### config.mk
export PLATFORM = sky130hd
export DESIGN_NAME = sport_regs
export DESIGN_NICKNAME = d
export VERILOG_FILES = /design/src/rtl/sport_pkg.sv /design/src/rtl/sport_ctrl.sv /design/src/rtl/sport_dpath.sv /design/src/rtl/sport_regs.sv
export SDC_FILE = /design/constraint.sdc
export NUM_CORES = 1
export LEC_CHECK = 0
export ABC_AREA = 1
export BUFFER_PORTS_ARGS = -buffer_cell sky130_fd_sc_hd__clkbuf_2
export CAP_MARGIN = 20
export CELL_PAD_IN_SITES_DETAIL_PLACEMENT = 0
export CELL_PAD_IN_SITES_GLOBAL_PLACEMENT = 2
export CORE_MARGIN = 10
export CORE_UTILIZATION = 16
export CTS_CLUSTER_SIZE = 24
export DETAILED_ROUTE_END_ITERATION = 7
export GPL_TIMING_DRIVEN = 0
export PLACE_DENSITY_LB_ADDON = 0.1
export SLEW_MARGIN = 20
export SYNTH_ARGS = -nofsm -noshare
export SYNTH_HDL_FRONTEND = slang
export SYNTH_SLANG_ARGS = --single-unit
### constraint.sdc
create_clock -name clk -period 0.9 [get_ports clk]
set_clock_uncertainty 0.15 [all_clocks]
set_input_delay 0.045 -clock clk [delete_from_list [all_inputs] [get_ports clk]]
set_output_delay 0.045 -clock clk [all_outputs]
set_load 0.01 [all_outputs]
### src/rtl/sport_pkg.sv
package sport_pkg;
  localparam int WORD_W    = 32;
  localparam int BYTE_W    = 8;
  localparam int IDX_TX    = 0;
  localparam int IDX_RX    = 1;
  localparam int IDX_ST    = 5;
  localparam int WIN_BYTES = 24;

  typedef struct packed {
    logic rdRx;
    logic rdSt;
    logic wrTx;
    logic wrSt;
  } ctlStrobes_t;
endpackage

### src/rtl/sport_ctrl.sv
module sport_ctrl
  import sport_pkg::*;
#(
  parameter int ADDR_W = 8,
  parameter int BE_W   = WORD_W / 8
) (
  input  logic              clk,
  input  logic              rstN,
  input  logic              busEn,
  input  logic              busWe,
  input  logic [ADDR_W-1:0] busAddr,
  input  logic [BE_W-1:0]   busBe,
  input  logic [WORD_W-1:0] busWdata,
  output ctlStrobes_t       strobes
);
  localparam int IDX_W = ADDR_W - 2;

  logic [IDX_W-1:0] regIdx;
  logic             fullWord;
  logic             rdReq;
  logic             wrReq;

  assign regIdx   = busAddr[ADDR_W-1:2];
  assign fullWord = &busBe;
  assign rdReq    = busEn && !busWe && fullWord;
  assign wrReq    = busEn && busWe && fullWord;

  always_comb begin
    strobes      = '0;
    strobes.rdRx = rdReq && (regIdx == IDX_W'(IDX_RX));
    strobes.rdSt = rdReq && (regIdx == IDX_W'(IDX_ST));
    strobes.wrTx = wrReq && (regIdx == IDX_W'(IDX_TX));
    strobes.wrSt = wrReq && (regIdx == IDX_W'(IDX_ST));
  end

  p_known_addr_r10: assert property (@(posedge clk) disable iff (!rstN)
    busEn |-> !$isunknown(busAddr) && !$isunknown(busBe));
  p_known_wdata_r9: assert property (@(posedge clk) disable iff (!rstN)
    (busEn && busWe) |-> !$isunknown(busWdata));
  p_one_strobe_r10: assert property (@(posedge clk) disable iff (!rstN)
    $onehot0({strobes.rdRx, strobes.rdSt, strobes.wrTx, strobes.wrSt}));
  p_partial_idle_r9: assert property (@(posedge clk) disable iff (!rstN)
    (busEn && !fullWord) |-> (strobes == '0));
endmodule

### src/rtl/sport_dpath.sv
module sport_dpath
  import sport_pkg::*;
(
  input  logic              clk,
  input  logic              rstN,
  input  ctlStrobes_t       strobes,
  input  logic [WORD_W-1:0] busWdata,
  input  logic              rxValid,
  input  logic [BYTE_W-1:0] rxData,
  output logic              rxReady,
  output logic              txValid,
  output logic [BYTE_W-1:0] txData,
  output logic [WORD_W-1:0] busRdata
);
  logic              rxFull;
  logic [BYTE_W-1:0] rxHold;
  logic              rxTake;

  assign rxReady = !rxFull;
  assign rxTake  = rxValid && rxReady;

  always_ff @(posedge clk) begin
    if (!rstN) begin
      rxFull <= 1'b0;
      rxHold <= '0;
    end else if (rxTake) begin
      rxFull <= 1'b1;
      rxHold <= rxData;
    end else if (strobes.rdRx) begin
      rxFull <= 1'b0;
    end
  end

  always_ff @(posedge clk) begin
    if (!rstN) begin
      txValid <= 1'b0;
      txData  <= '0;
    end else begin
      txValid <= strobes.wrTx;
      if (strobes.wrTx) txData <= busWdata[BYTE_W-1:0];
    end
  end

  always_comb begin
    busRdata = '0;
    if (strobes.rdRx)      busRdata = {{(WORD_W-BYTE_W){1'b0}}, rxHold};
    else if (strobes.rdSt) busRdata = {{(WORD_W-2){1'b0}}, 1'b1, rxFull};
  end

  p_accept_store_r6: assert property (@(posedge clk) disable iff (!rstN)
    (rxValid && rxReady) |=> rxFull && (rxHold == $past(rxData)));
  p_full_holds_r5: assert property (@(posedge clk) disable iff (!rstN)
    (rxFull && !strobes.rdRx) |=> rxFull && $stable(rxHold));
  p_read_clears_r3: assert property (@(posedge clk) disable iff (!rstN)
    (strobes.rdRx && !rxValid) |=> !rxFull);
  p_overlap_keeps_r11: assert property (@(posedge clk) disable iff (!rstN)
    (strobes.rdRx && rxValid && rxReady) |=> rxFull);
  p_tx_pulse_r7: assert property (@(posedge clk) disable iff (!rstN)
    strobes.wrTx |=> txValid && (txData == $past(busWdata[BYTE_W-1:0])));
  p_tx_quiet_r7: assert property (@(posedge clk) disable iff (!rstN)
    !strobes.wrTx |=> !txValid);
  p_status_wr_inert_r8: assert property (@(posedge clk) disable iff (!rstN)
    (strobes.wrSt && !rxValid) |=> $stable(rxFull) && $stable(rxHold));
  p_status_rd_inert_r4: assert property (@(posedge clk) disable iff (!rstN)
    (strobes.rdSt && !rxTake) |=> $stable(rxFull));
endmodule

### src/rtl/sport_regs.sv
module sport_regs
  import sport_pkg::*;
#(
  parameter int ADDR_W = 8,
  parameter int BE_W   = WORD_W / 8
) (
  input  logic              clk,
  input  logic              rstN,
  input  logic              busEn,
  input  logic              busWe,
  input  logic [ADDR_W-1:0] busAddr,
  input  logic [BE_W-1:0]   busBe,
  input  logic [WORD_W-1:0] busWdata,
  output logic [WORD_W-1:0] busRdata,
  output logic              txValid,
  output logic [BYTE_W-1:0] txData,
  input  logic              rxValid,
  input  logic [BYTE_W-1:0] rxData,
  output logic              rxReady
);
  ctlStrobes_t strobes;

  sport_ctrl #(.ADDR_W(ADDR_W), .BE_W(BE_W)) ctrl_i (
    .clk(clk), .rstN(rstN), .busEn(busEn), .busWe(busWe),
    .busAddr(busAddr), .busBe(busBe), .busWdata(busWdata), .strobes(strobes)
  );

  sport_dpath dpath_i (
    .clk(clk), .rstN(rstN), .strobes(strobes), .busWdata(busWdata),
    .rxValid(rxValid), .rxData(rxData), .rxReady(rxReady),
    .txValid(txValid), .txData(txData), .busRdata(busRdata)
  );

  p_unmapped_zero_r10: assert property (@(posedge clk) disable iff (!rstN)
    (busEn && !busWe && (busAddr >= ADDR_W'(WIN_BYTES))) |-> (busRdata == '0));
  p_status_tx_bit_r2: assert property (@(posedge clk) disable iff (!rstN)
    (busEn && !busWe && (&busBe) && (busAddr[ADDR_W-1:2] == (ADDR_W-2)'(IDX_ST)))
      |-> (busRdata[1] == 1'b1) && (busRdata[0] == !rxReady));
endmodule

; ---- Word level (Yosys, flattened, before mapping)
; Cells that the tools add are included.
[classes]
addsub = 0
mul = 0
n_div = 0
magnitude_cmp = 0
eq_ne = 2
shift = 0
muxes = 4
n_bitwise = 0
n_reduce_logical = 13
[ops]
columns = op, count
row1 = $mux W32, 1
row2 = $logic_and A1 B1 Y1, 8
row3 = $eq A6 B1 Y1 const B, 1
row4 = $eq A6 B3 Y1 const B, 1
row5 = $logic_not A6 Y1, 1
row6 = $reduce_and A4 Y1, 1
row7 = $logic_not A1 Y1, 2
row8 = $mux W1, 2
row9 = $mux W2, 1
row10 = $reduce_bool A2 Y1, 1
[totals]
ff_bits = 18
latchBits = 0
mem_bits_rw = 0
mem_bits_ro = 0
in_bits = 57
output_inout_bits = 42
wordCells = 23
n_memories = 0

; ---- Logic depth before layout (Yosys ltp)
[logic_depth]
word_depth = 6
ltp_mapped = 7
depth_no_buf = 7

; ---- Cells and area by module
; From an unflattened synthesis, not the netlist that was laid out.
[unflattened]
hier_cells = 162
area_unflattened_um2 = 1056.0
[by_module_without_submodules]
columns = mod, n_inst, cells_per_inst, area_per_inst_um2, seq_area_each_um2
row1 = sport_dpath, 1, 139, 960.9, 360.3
row2 = sport_ctrl, 1, 23, 95.1, 0.0

; ---- Worst setup path after synthesis
; Ideal clock, no wire load.
[synth_timing]
path_type = reg-to-reg
start = reg dpath_i.rxFull
end = reg dpath_i.rxHold[6]
setup_ns = 0.117
t_arrival_ns = 0.757
t_required_ns = 0.633
path_slack_ns = -0.124
stages_incl_launch_ff = 6
n_path_buf = 1
synth_period_minus_slack_ns = 1.024
cell_sequence = dfxtp_1 -> inv_2 -> nand2_2 -> buf_6 -> o21ai_1 -> a21oi_1
[synth_via]
elab_chain_len = 2
[synth_lines]
columns = item, line_no
row1 = start: declaration, sport_dpath.sv:15  ; logic rxFull;
row2 = start signal: assignment, sport_dpath.sv:24  ; rxFull <= 1'b0;
row3 = start signal: assignment, sport_dpath.sv:27  ; rxFull <= 1'b1;
row4 = start signal: assignment, sport_dpath.sv:30  ; rxFull <= 1'b0;
row5 = $logic_not A1 Y1, sport_dpath.sv:19  ; assign rxReady = !rxFull;
row6 = named net rxReady, sport_regs.sv:19  ; output logic rxReady
row7 = $logic_and A1 B1 Y1, sport_dpath.sv:20  ; assign rxTake = rxValid && rxReady;
row8 = end signal: assignment, sport_dpath.sv:28  ; rxHold <= rxData;
row9 = end: declaration, sport_dpath.sv:16  ; logic [BYTE_W-1:0] rxHold;
; The timed path passes the listed nets, and every way through them passes these cells.
; A chain may end at the register's enable or synchronous reset.

; ---- Worst setup path in the final report
[layout_timing]
start = reg dpath_i.rxFull
end = out busRdata[0]
[layout_via]
elab_chain_len = 2
[layout_lines]
columns = item, line_no
row1 = $mux W2, sport_dpath.sv:47  ; else if (strobes.rdSt) busRdata = {{(WORD_W-2){1'b0}}, 1'b1, rxFull};
row2 = $mux W32, sport_dpath.sv:46  ; if (strobes.rdRx) busRdata = {{(WORD_W-BYTE_W){1'b0}}, rxHold};
row3 = end: declaration, sport_regs.sv:14  ; output logic [WORD_W-1:0] busRdata,
; Every way passes these cells.

==> key figures <==
Route
  • Uppermost routed layer: met4
  • WL per Instance: 11.2 um
  • First-pass iteration count of the detailed router: 2
  • Via-to-Cell Ratio: 3.34
  • ANT nets after route: 0
  • Total number of vias: 1094
  • Routed wl met2: 1.70 mm
  • Routed wire length on met3: 200 um
  • # DRC: 0
  • Initial drt markers: 30
  • Routed WL: 3.67 mm
  • Metal-1 WL: 1.72 mm

Timing
  • Fin. Hold Viols: 15
  • # setup viols final: 19
  • Fmax: 928 MHz
  • Max-slew violations: 0
  • Final worst slack: -0.177 ns
  • RSZ-0062 raised after global routing: yes
  • Clock period minus worst slack: 1.08 ns
  • Hold Worst Slack: -0.0579 ns
  • Final Cycle Share: 120%

Run
  • Max cap viols: 0

Cells and area
  • Filler-free cell count of the finished design: 328
  • Inserted Diodes: 0
  • Layout cell share with drive strength beyond 1: 59.5%
  • Layout fillers: 740
  • Area grow syn2layout: 69.1%
  • Nets: 291

Clock network
  • Clock root cell: clkbuf_8
  • CTS tree: done
  • Clock net sink count: 18
  • Worst-path clk slew: 0.07 ns
  • Max clock buf depth: 2
  • Worst skew pair latency: 0.25 ns
  • Cts hold-fix bufs: 7
  • Total CTS buffers: 3
  • CTS H-tree lvls: 1

GRT
  • Initial antenna violation count: 0
  • Gr usage total: 6.68%
  • Number of global-route vias before repair: 1164
  • Global route overflow: 0
  • First-pass GRT wire length: 5.97 mm
  • Largest net degree at the start of global routing: 11

Worst setup path
  • CP arrival: 0.88 ns
  • Crit-path cells: inv_4 -> o21ai_2 -> buf_2
  • CP Data Required Time: 0.70 ns
  • Critical Path Fanout Max: 3
  • Critical setup path kind: flip-flop to primary output
  • Worst setup SP type: flip-flop
  • CP top delay family: flip-flops
  • Worst setup EP type: primary output
  • CP max stage cell: dfxtp_2
  • Crit-path max cell delay: 0.35 ns
  • Critical path buffers and inverters: 2

Pwr
  • Peak VDD IR: 0.000367 V
  • Cell Pwr Density: 1010 mW/mm^2
  • Leak pwr: 0.00103 uW
  • Tot Pwr: 1910 uW

Die
  • Num ports: 99
  • Die Y: 104 um
  • Total die area: 0.0108 mm^2
  • Die Wd: 104 um
  • Initial core utilization: 16.5%
  • Area of the core: 0.00679 mm^2
  • Row count: 30

Placement
  • Routability Congestion: 0.654
  • PortBufs: 48
  • Placed Cells: 311
  • Post-DP HPWL: 2.94 mm

Logic synthesis
  • Post-Syn Instances: 144
  • Post-synthesis cell type count: 22
  • Synth Warn #: 0
  • Post-Synthesis Cell Area: 0.00112 mm^2
  • Share of the yosys chip area belonging to registers: 32.1%
  • Synth Area per Inst: 7.79 um^2
  • #FFs+latches synth: 18

Run status
  • Outcome: finished with violations
  • Violated checks: negative hold slack, negative setup slack

Worst hold path
  • Min-delay worst type: primary input to flip-flop
-- stage by stage --
step           TNS (ns)  setup WS [ns]  area [um^2]  util (%)
2_1_floorplan    -0.375         -0.104         1220         -
3_3_place_gp      -4.15         -0.237         1580      23.2
3_5_place_dp      -3.89         -0.217         1580      23.2
4_1_cts           -2.71         -0.210         1760      25.9
5_1_grt           -3.53         -0.234         1900      27.9
6_report          -2.25         -0.177         1900      27.9
-- synth_stat cells, drive strengths merged --
library cell,count,share of area (%)
nand3,3,1.3
inv,17,5.7
nor3,1,0.45
buf,26,18
o21ai,9,4.0
nand3b,8,5.4
conb,1,0.33
nor2,25,16
nand2,20,9.8
dfxtp,18,32
nor4,1,0.56
a21oi,15,7.0
-- cell families (layout without fill, tap and decap cells) --
| group | Yosys count | after routing | synth area share, % |
|---|---|---|---|
| AO/OA/AOI/OAI | 24 | 24 | 11.0 |
| flip-flops | 18 | 18 | 32.1 |
| buffers and inverters | 43 | 108 | 23.2 |
| other | 1 | 24 | 0.334 |
| AND/OR/NAND/NOR | 58 | 58 | 33.3 |
-- registers in the layout, summed over array words and instances (netlist names) --
signal           flops
dpath_i.txValid      1
dpath_i.rxFull       1
dpath_i.txData       8
dpath_i.rxHold       8
-- worst reg2reg max path, stage by stage (launching register included) --
cell	delay, ns
dfxtp_2	0.34
inv_4	0.07
nand2_4	0.09
buf_8	0.15
o21ai_2	0.12
nor2_1	0.04
-- area by class of cell --
class	count	area [um^2]	area share, %
plain buffers	26	200	10.5
clock buffers	3	41.3	2.18
inverters	17	73.8	3.89
multi-input cells	106	626	33.0
flip-flops and latches	18	382	20.1
well taps	96	120	6.33
repair buffers	62	455	24.0
-- cell usage in the layout (no fill, tap or decap) --
master and count:
buf_8 1, clkbuf_8 3, clkbuf_2 29, conb_1 24
buf_6 12, clkbuf_16 1, dfxtp_1 1, nor2_4 4
nand3b_1 8, a21oi_1 12, buf_2 8, a21oi_2 3
o21ai_0 5, nand2_2 1, nand2_4 5, inv_8 1
inv_2 9, o21ai_2 4, nor2_1 12, nor2_8 3
dfxtp_2 17, nand3_1 3, nor2_2 6, nor3_1 1
inv_1 6, buf_4 30, dlygate4sd3_1 7, nor4_1 1
inv_4 1, nand2_1 14
-- routing by layer --
layer,GRT usage [%],up-vias
li1,-,585
met1,8.30,466
met2,10.5,39
met3,1.73,4
met4,2.98,0
met5,0,-
-- power breakdown --
group,internal (uW),switching (uW)
Sequential,835,16.2
Combinational,234,230
Clock,298,296
Total,1370,542
-- final timing paths --
path | slack, ns | to | cells after the start | start
setup / recovery | -0.18 | busRdata[0] | 3 | dpath_i.rxFull
hold / removal | -0.06 | dpath_i.rxHold[6] | 3 | rstN
setup reg to reg | -0.16 | dpath_i.rxHold[1] | 5 | dpath_i.rxFull
hold reg to reg | 0.30 | dpath_i.rxHold[4] | 2 | dpath_i.rxHold[4]
-- timing repair --
| action | in CTS | in global routing |
|---|---|---|
| endpoints found under the hold margin | 17 | 7 |
| pin swaps | 6 | 9 |
| setup buffers | 4 | 3 |
| resized for setup | 22 | 43 |
| endpoints found under the setup margin | 27 | 34 |
| gates cloned | 0 | 1 |
No activity file was read; power rests on OpenSTA's default activity.
